`src/rtl/trig_busy_pkg.sv`:
```
package trig_busy_pkg;

  typedef enum logic [1:0] {
    ST_IDLE  = 2'd0,
    ST_TRIG  = 2'd1,
    ST_DRAIN = 2'd2
  } linkState_e;

  // strobes from control to datapath
  typedef struct packed {
    logic load;   // capture number and readout mode
    logic shift;  // advance one bit
    logic show;   // readout window open
  } dpCmd_t;

endpackage

```
`src/rtl/trig_busy_sync.sv`:
```
module trig_busy_sync #(
  parameter int WIDTH  = 2,
  parameter int STAGES = 2
) (
  input  logic             clk,
  input  logic             rstN,
  input  logic [WIDTH-1:0] asyncIn,
  output logic [WIDTH-1:0] syncOut
);

  logic [WIDTH-1:0] stage [STAGES];

  genvar g;
  generate
    for (g = 0; g < STAGES; g++) begin : g_stage
      if (g == 0) begin : g_first
        always_ff @(posedge clk or negedge rstN) begin
          if (!rstN) stage[0] <= '0;
          else       stage[0] <= asyncIn;
        end
      end else begin : g_next
        always_ff @(posedge clk or negedge rstN) begin
          if (!rstN) stage[g] <= '0;
          else       stage[g] <= stage[g-1];
        end
      end
    end
  endgenerate

  assign syncOut = stage[STAGES-1];

endmodule

```
`src/rtl/trig_busy_ctrl.sv`:
```
module trig_busy_ctrl
  import trig_busy_pkg::*;
(
  input  logic   clk,
  input  logic   rstN,
  input  logic   trigReq,
  input  logic   busySync,
  input  logic   dutSync,
  input  logic   readDone,
  output dpCmd_t cmd,
  output logic   trigOut,
  output logic   vetoOut
);

  linkState_e state, stateNext;
  logic       dutPrev;
  logic       dutRise;

  always_ff @(posedge clk or negedge rstN) begin
    if (!rstN) dutPrev <= 1'b0;
    else       dutPrev <= dutSync;
  end

  assign dutRise = dutSync & ~dutPrev;

  always_comb begin
    stateNext = state;
    unique case (state)
      ST_IDLE:  if (trigReq)              stateNext = ST_TRIG;
      ST_TRIG:  if (busySync)             stateNext = ST_DRAIN;
      ST_DRAIN: if (!busySync && readDone) stateNext = ST_IDLE;
      default:                            stateNext = ST_IDLE;
    endcase
  end

  always_ff @(posedge clk or negedge rstN) begin
    if (!rstN) state <= ST_IDLE;
    else       state <= stateNext;
  end

  always_comb begin
    cmd.load  = (state == ST_IDLE) && trigReq;
    cmd.shift = (state == ST_DRAIN) && dutRise;
    cmd.show  = (state == ST_DRAIN);
  end

  assign trigOut = (state == ST_TRIG);
  assign vetoOut = (state != ST_IDLE);

endmodule

```
`src/rtl/trig_busy_dp.sv`:
```
module trig_busy_dp
  import trig_busy_pkg::*;
#(
  parameter int NUM_W = 15
) (
  input  logic             clk,
  input  logic             rstN,
  input  dpCmd_t           cmd,
  input  logic [NUM_W-1:0] trigNum,
  input  logic             numReadEn,
  output logic             readDone,
  output logic             serialOut
);

  localparam int CNT_W = $clog2(NUM_W + 1);
  localparam logic [CNT_W-1:0] LAST_CNT = CNT_W'(NUM_W);

  logic [NUM_W-1:0] numReg;
  logic [CNT_W-1:0] bitCnt;
  logic             readMode;
  logic             allSent;

  assign allSent = (bitCnt == LAST_CNT);

  always_ff @(posedge clk or negedge rstN) begin
    if (!rstN) begin
      numReg   <= '0;
      bitCnt   <= '0;
      readMode <= 1'b0;
    end else if (cmd.load) begin
      numReg   <= trigNum;
      bitCnt   <= '0;
      readMode <= numReadEn;
    end else if (cmd.shift && !allSent) begin
      numReg   <= numReg >> 1;
      bitCnt   <= bitCnt + 1'b1;
    end
  end

  assign readDone  = !readMode || allSent;
  assign serialOut = cmd.show & readMode & ~allSent & numReg[0];

endmodule

```
`src/rtl/trig_busy_link.sv`:
```
module trig_busy_link
  import trig_busy_pkg::*;
#(
  parameter int NUM_W       = 15,
  parameter int SYNC_STAGES = 2
) (
  input  logic             clk,
  input  logic             rstN,
  input  logic             trigReq,
  input  logic             busyIn,
  input  logic             dutClkIn,
  input  logic [NUM_W-1:0] trigNum,
  input  logic             numReadEn,
  output logic             trigOut,
  output logic             serialOut,
  output logic             vetoOut
);

  logic   busySync;
  logic   dutSync;
  logic   readDone;
  dpCmd_t cmd;

  trig_busy_sync #(.WIDTH(2), .STAGES(SYNC_STAGES)) u_sync (
    .clk     (clk),
    .rstN    (rstN),
    .asyncIn ({dutClkIn, busyIn}),
    .syncOut ({dutSync, busySync})
  );

  trig_busy_ctrl u_ctrl (
    .clk      (clk),
    .rstN     (rstN),
    .trigReq  (trigReq),
    .busySync (busySync),
    .dutSync  (dutSync),
    .readDone (readDone),
    .cmd      (cmd),
    .trigOut  (trigOut),
    .vetoOut  (vetoOut)
  );

  trig_busy_dp #(.NUM_W(NUM_W)) u_dp (
    .clk       (clk),
    .rstN      (rstN),
    .cmd       (cmd),
    .trigNum   (trigNum),
    .numReadEn (numReadEn),
    .readDone  (readDone),
    .serialOut (serialOut)
  );

endmodule

```
`config.mk`:
```
export PLATFORM = sky130hd
export DESIGN_NAME = trig_busy_link
export DESIGN_NICKNAME = d
export VERILOG_FILES = /design/src/rtl/trig_busy_pkg.sv /design/src/rtl/trig_busy_sync.sv /design/src/rtl/trig_busy_ctrl.sv /design/src/rtl/trig_busy_dp.sv /design/src/rtl/trig_busy_link.sv
export SDC_FILE = /design/constraint.sdc
export NUM_CORES = 1
export LEC_CHECK = 0
export BUFFER_PORTS_ARGS = -buffer_cell sky130_fd_sc_hd__buf_2
export CAP_MARGIN = 5
export CORE_UTILIZATION = 50
export DETAILED_ROUTE_END_ITERATION = 6
export PLACE_DENSITY = 0.74
export SYNTH_ARGS = -nofsm -noshare
export SYNTH_HDL_FRONTEND = slang
export SYNTH_SLANG_ARGS = --single-unit
```
`constraint.sdc`:
```
create_clock -name clk -period 2.15 [get_ports clk]
set_clock_uncertainty 0.2 [all_clocks]
set_input_delay 0.215 -clock clk [delete_from_list [all_inputs] [get_ports clk]]
set_output_delay 0.215 -clock clk [all_outputs]
set_load 0.02 [all_outputs]
```
==> results.sh, run 1 <==
export IMPL_synth_area_per_cell_um2=12.3
export IMPL_drtIter0Drc=19
export IMPL_power_leakage_nw=0.771
export IMPL_fin_crit_ns=2.05
export IMPL_cp_max_fo=5
export IMPL_fin_crit_sh_pct=95.2
export IMPL_drc_errors=0
export IMPL_core_rowCount=17
export IMPL_finalCoreUtilization_pct=71.3
export IMPL_multi_input_area_um2=487
export IMPL_setup_viol=0
export IMPL_slew_viol_final=0
export IMPL_drive_gt1_share_pct=26.8
export IMPL_swShare_pct=34.3
export IMPL_critPathTopFamily="simple AND/OR/NAND/NOR gates"
export IMPL_cts_sinks=27
export IMPL_vdd_drop_max_mv=0.734
export IMPL_place_congestion=0.813
export IMPL_setup_worst_path_start_class="register"
export IMPL_netlist_instances=95
export IMPL_area_delta_synth_final_pct=35.2
export IMPL_grt_pass1_vias=911
export IMPL_timing_fmax_mhz=488
export IMPL_fillers=165
export IMPL_cts_made_buffers=3
export IMPL_totalWireLength_um=2750
export IMPL_seqPwrFrac_pct=50.3
export IMPL_pwr_share_comb_pct=34.5
export IMPL_antenna_found_initial=0
export IMPL_cp_num_buf_inv=1
export IMPL_hold_viol=0
export IMPL_cap_violations=0
export IMPL_arrival_ns=1.63
export IMPL_ys_seq_area_share_pct=57.9
export IMPL_cp_end_kind="primary output"
export IMPL_die_w_um=50.3
export IMPL_grt_max_degree=28
export IMPL_final_cell_mix="27 x dfrtp_1, 22 x buf_2, 19 x dlygate4sd3_1"
export IMPL_clockBufferDepth=2
export IMPL_fin_tns_setup_ns=0
export IMPL_hold_path_class="in -> reg"
export IMPL_cts_tree="yes"
export IMPL_io_pins=24
export IMPL_dr_pass1_iters=4
export IMPL_ys_ff_latch=27
export IMPL_grt_remaining_overflow=0
export IMPL_nNetsFinal=165
export IMPL_crit_chain="ha_2 -> and3_4 -> nor4bb_4 -> buf_4"
export IMPL_initial_utilization_pct=52.8
export IMPL_slowest_delay_ns=0.44
export IMPL_ff_latch_area_um2=676
export IMPL_yosysWarnings=0
export IMPL_p_int_mw=1.06
export IMPL_relSlewSlack_pct=55.1
export IMPL_route_vias_total=972
export IMPL_power_per_cell_area_mw_per_mm2=1020
export IMPL_die_h_um=50.3
export IMPL_placed_area_mm2=0.00132
export IMPL_ant_nets=0
export IMPL_antenna_cells=0
export IMPL_worstMarginPinSlew_ns=0.674
export IMPL_root_buffer="clkbuf_4"
export IMPL_dp_hpwl_um=1640
export IMPL_clk_latency_ns=0.34
export IMPL_final_common_cell="dfrtp_1"
export IMPL_syn_area_mm2=0.00117
export IMPL_total_power_mw=1.61
export IMPL_port_buffers=23
export IMPL_hold_slack_ns=0.152
export IMPL_core_mm2=0.00221
export IMPL_grt_util_all_layers_pct=23.2
export IMPL_crit_slowest_cell="dfrtp_1"
export IMPL_cp_required_ns=1.74
export IMPL_status="completed"
export IMPL_path_clk_slew_ns=0.16
export IMPL_worstSetupPathType="reg -> out"
export IMPL_rsz0062_at_grt="no"
export IMPL_synth_cell_types=27
export IMPL_clkPwrFrac_pct=15.1
export IMPL_vias_per_cell=5.72
export IMPL_htreeDepth=1
export IMPL_switchingPower_uw=551
export IMPL_grt_pass1_wl_um=4280
export IMPL_wl_per_cell_um=16.2
export IMPL_fin_area_mm2=0.00158
export IMPL_syn_nets=117
export IMPL_die_area_mm2=0.00253
-- stage by stage --
step | worst slack, ns | std cells
final | 0.102 | 170
after global routing | 0.0487 | 170
after CTS | 0.00473 | 169
after detailed placement | 0.231 | 145
after global placement | 0.360 | 145
after floorplan | 0.220 | 95
-- registers in the layout (all words and copies together) (netlist names) --
signal,cells
u_dp.readMode,1
u_sync.stage,2
u_ctrl.dutPrev,1
u_ctrl.state,2
u_sync.syncOut,2
u_dp.bitCnt,4
u_dp.numReg,15
-- power groups by stage --
stage | logic, mW | clock network (mW) | registers, mW
finish | 0.555 | 0.243 | 0.809
global route | 0.603 | 0.266 | 0.835
CTS | 0.525 | 0.240 | 0.805
detailed placement | 0.489 | 0 | 0.812
global placement | 0.465 | 0 | 0.808
floorplan | 0.379 | 0 | 0.778
-- kinds of logic after synthesis --
family                   count (synthesis)  synth area share, %
flip-flops                              27                 57.9
multiplexers                             1                0.857
AO/OA/AOI/OAI                           23                 16.5
adder cells (fa/ha/maj)                  1                 1.07
AND/OR/NAND/NOR                         38                 21.3
buffers and inverters                    5                 2.36
-- synthesized netlist by cell type (all sizes together) --
cell type  instances  area [um^2]
dfrtp             27          676
and3              15         93.8
a221o             14          140
nand2              7         26.3
a21oi              4         23.8
o21ai              4         20.0
nand3              3         15.0
buf                2         16.3
clkbuf             2         7.51
nand2b             2         12.5
nor3               2         10.0
and4b              1         10.0
and4bb             1         16.3
ha                 1         12.5
inv                1         3.75
mux2i              1         10.0
nand4bb            1         11.3
nor2               1         3.75
nor3b              1         18.8
nor4bb             1         10.0
o2bb2ai            1         8.76
or2                1         6.26
or3                1         6.26
or3b               1         8.76
-- worst paths after layout --
| kind | from | end | slack [ns] | depth (start not counted) |
|---|---|---|---|---|
| worst max-delay path | u_dp.bitCnt[1]$_DFFE_PN0P_ | serialOut | 0.10 | 4 |
| worst min-delay path | trigReq | u_ctrl.state[0]$_DFFE_PN0P_ | 0.15 | 3 |
| worst max register to register | u_dp.bitCnt[1]$_DFFE_PN0P_ | u_dp.numReg[3]$_DFFE_PN0P_ | 0.17 | 4 |
| worst min register to register | u_sync.stage[2]$_DFF_PN0_ | u_sync.syncOut[0]$_DFF_PN0_ | 0.17 | 0 |
| max in group asynchronous | rstN | u_sync.syncOut[1]$_DFF_PN0_ | 1.20 | 2 |
| min in group asynchronous | rstN | u_dp.numReg[6]$_DFFE_PN0P_ | 0.17 | 2 |
-- timing repair --
| item | in CTS | in global routing |
|---|---|---|
| setup endpoints to repair | 1 | 1 |
| endpoints found under the hold margin | 45 | 0 |
| setup buffers | 1 | 1 |
| pin swaps | 1 | 1 |
| resized for setup | 0 | 6 |
| hold buffers | 19 | 0 |
-- metal layers --
layer | up-vias | global-route usage, % | wire, um
li1 | 461 | - | -
met1 | 462 | 32.1 | 1190
met2 | 41 | 35.1 | 1310
met3 | 8 | 5.45 | 174
met4 | 0 | 9.26 | 79
met5 | - | 0 | 0
-- cell type report --
| cell class | instances | area share [%] |
|---|---|---|
| Clock inverter | 1 | 0.555 |
| Sequential cell | 27 | 42.8 |
| Clock buffer | 3 | 1.43 |
| Multi-Input combinational cell | 63 | 30.8 |
| Timing Repair Buffer | 47 | 21.9 |
| Inverter | 1 | 0.238 |
| Tap cell | 28 | 2.22 |
-- worst reg2reg max path, delay by kind of cell, from the launching register on --
| family | cells | cell delay [ns] |
|---|---|---|
| adders and majority gates | 1 | 0.22 |
| and+or+nand+nor | 1 | 0.21 |
| DFF | 1 | 0.41 |
| AOI/OAI and AO/OA | 2 | 0.89 |
No activity file was read; power rests on OpenSTA's default activity.
==> run 2: changes to the inputs <==
--- a/config.mk
+++ b/config.mk
@@ -7,9 +7,9 @@
 export LEC_CHECK = 0
 export BUFFER_PORTS_ARGS = -buffer_cell sky130_fd_sc_hd__buf_2
 export CAP_MARGIN = 5
-export CORE_UTILIZATION = 50
+export CORE_UTILIZATION = 40
 export DETAILED_ROUTE_END_ITERATION = 6
-export PLACE_DENSITY = 0.74
+export RECOVER_POWER = 100
 export SYNTH_ARGS = -nofsm -noshare
 export SYNTH_HDL_FRONTEND = slang
 export SYNTH_SLANG_ARGS = --single-unit
==> results.sh, run 2 (synthesis gave the netlist of run 1 again) <==
export IMPL_antenna_found_initial=0
export IMPL_worstSetupPathType="reg -> out"
export IMPL_vias_per_cell=5.57
export IMPL_relSlewSlack_pct=7.92
export IMPL_regMostFlops="u_dp.numReg"
export IMPL_core_mm2=0.00276
export IMPL_cts_tree="yes"
export IMPL_grt_remaining_overflow=0
export IMPL_antenna_cells=0
export IMPL_drc_errors=0
export IMPL_fin_crit_sh_pct=94.2
export IMPL_route_vias_total=963
export IMPL_power_leakage_nw=0.758
export IMPL_cp_required_ns=1.74
export IMPL_crit_chain="ha_2 -> and3_2 -> nor4bb_2 -> buf_4"
export IMPL_initial_utilization_pct=42.3
export IMPL_cp_max_fo=5
export IMPL_worstMarginPinSlew_ns=1.38
export IMPL_timing_fmax_mhz=494
export IMPL_finalNonFillerCells=173
export IMPL_r2r_slack_ns=0.19
export IMPL_clockBufferDepth=2
export IMPL_core_rowCount=19
export IMPL_clk_latency_ns=0.32
export IMPL_die_w_um=56.0
export IMPL_io_pins=24
export IMPL_ant_nets=0
export IMPL_nNetsFinal=165
export IMPL_totalWireLength_um=2550
export IMPL_vdd_drop_max_mv=0.713
export IMPL_grt_util_all_layers_pct=17.8
export IMPL_fin_tns_setup_ns=0
export IMPL_cap_violations=0
export IMPL_drive_gt1_share_pct=23.9
export IMPL_rsz0062_at_grt="no"
export IMPL_cts_sinks=27
export IMPL_dp_hpwl_um=1590
export IMPL_area_delta_synth_final_pct=33.4
export IMPL_cp_end_kind="primary output"
export IMPL_cp_depth=4
export IMPL_port_buffers=23
export IMPL_status="completed"
export IMPL_cts_made_buffers=3
export IMPL_worstRegToRegCells=3
export IMPL_fin_crit_ns=2.03
export IMPL_crit_slowest_cell="dfrtp_1"
export IMPL_placed_cells=149
export IMPL_dr_pass1_iters=4
export IMPL_final_common_cell="dfrtp_1"
export IMPL_grt_pass1_wl_um=4250
export IMPL_worstHoldPathCells=0
export IMPL_slowest_delay_ns=0.43
export IMPL_die_area_mm2=0.00314
export IMPL_largest_register_ffs=15
export IMPL_arrival_ns=1.61
export IMPL_root_buffer="clkbuf_4"
export IMPL_power_per_cell_area_mw_per_mm2=1010
export IMPL_slew_viol_final=0
export IMPL_grt_pass1_vias=919
export IMPL_drtIter0Drc=27
export IMPL_place_congestion=0.779
export IMPL_htreeDepth=1
export IMPL_hold_path_class="reg -> reg"
export IMPL_critPathTopFamily="simple AND/OR/NAND/NOR gates"
export IMPL_final_cell_mix="27 x dfrtp_1, 19 x dlygate4sd3_1, 19 x buf_2"
export IMPL_hold_viol=0
export IMPL_setup_viol=0
export IMPL_path_clk_slew_ns=0.15
export IMPL_reg_top3="u_dp.numReg x15, u_dp.bitCnt x4"
export IMPL_cp_num_buf_inv=1
export IMPL_die_h_um=56.0
export IMPL_wl_per_cell_um=14.7
export IMPL_grt_max_degree=28
export IMPL_setup_worst_path_start_class="register"
-- run 2: worst reg2reg max path: cells and delay by family (launching register included) --
family | cells | cell delay (ns)
AOI/OAI and AO/OA | 1 | 0.29
buffers and inverters | 1 | 0.65
DFF | 1 | 0.49
and+or+nand+nor | 1 | 0.27
-- run 2: power by group --
group | switching (mW) | leakage (nW) | internal [mW] | total, mW
sequential | 0.123 | 0.337 | 0.683 | 0.806
clock | 0.150 | 0.0177 | 0.0698 | 0.220
combinational | 0.255 | 0.403 | 0.287 | 0.542
-- run 2: stage by stage --
stage          hold WS, ns  instance area, um^2  util [%]  power [mW]  worst slack, ns
3_5_place_dp        0.0510                 1330      48.1        1.32            0.260
6_report             0.165                 1560      56.5        1.57            0.124
5_1_grt              0.172                 1560      56.5        1.67           0.0354
2_1_floorplan       -0.281                 1170         -        1.16            0.220
4_1_cts              0.163                 1550      56.0        1.57          0.00749
3_3_place_gp        0.0540                 1330      48.1        1.31            0.319
-- run 2: worst paths after layout --
kind	startpoint	endpoint
max in group asynchronous	rstN	u_dp.numReg[10]$_DFFE_PN0P_
min in group asynchronous	rstN	u_dp.numReg[0]$_DFFE_PN0P_
worst min-delay path	u_sync.stage[2]$_DFF_PN0_	u_sync.syncOut[0]$_DFF_PN0_
worst min register to register	u_sync.stage[2]$_DFF_PN0_	u_sync.syncOut[0]$_DFF_PN0_
worst max-delay path	u_dp.bitCnt[1]$_DFFE_PN0P_	serialOut
worst max register to register	u_ctrl.state[1]$_DFFE_PN0P_	u_dp.numReg[4]$_DFFE_PN0P_
-- run 2: cell type report --
class | instances | area [um^2]
Timing Repair Buffer | 47 | 338
Inverter | 1 | 3.75
Sequential cell | 27 | 676
Multi-Input combinational cell | 63 | 474
Tap cell | 31 | 38.8
Fill cell | 241 | 1200
Clock buffer | 3 | 22.5
Clock inverter | 1 | 5.00
-- run 2: layer usage --
metal / vias to the layer above / track usage, % / wire length (um)
met5: - / 0 / 0
met4: 0 / 5.23 / 17
met3: 2 / 4.88 / 97
met2: 29 / 28.1 / 1250
met1: 470 / 24.2 / 1190
li1: 462 / - / -
-- run 2: what timing repair did --
action	in CTS	in global routing
setup endpoints to repair	0	1
setup buffers	0	1
hold buffers	19	0
hold endpoints to repair	45	0
resized for setup	0	4
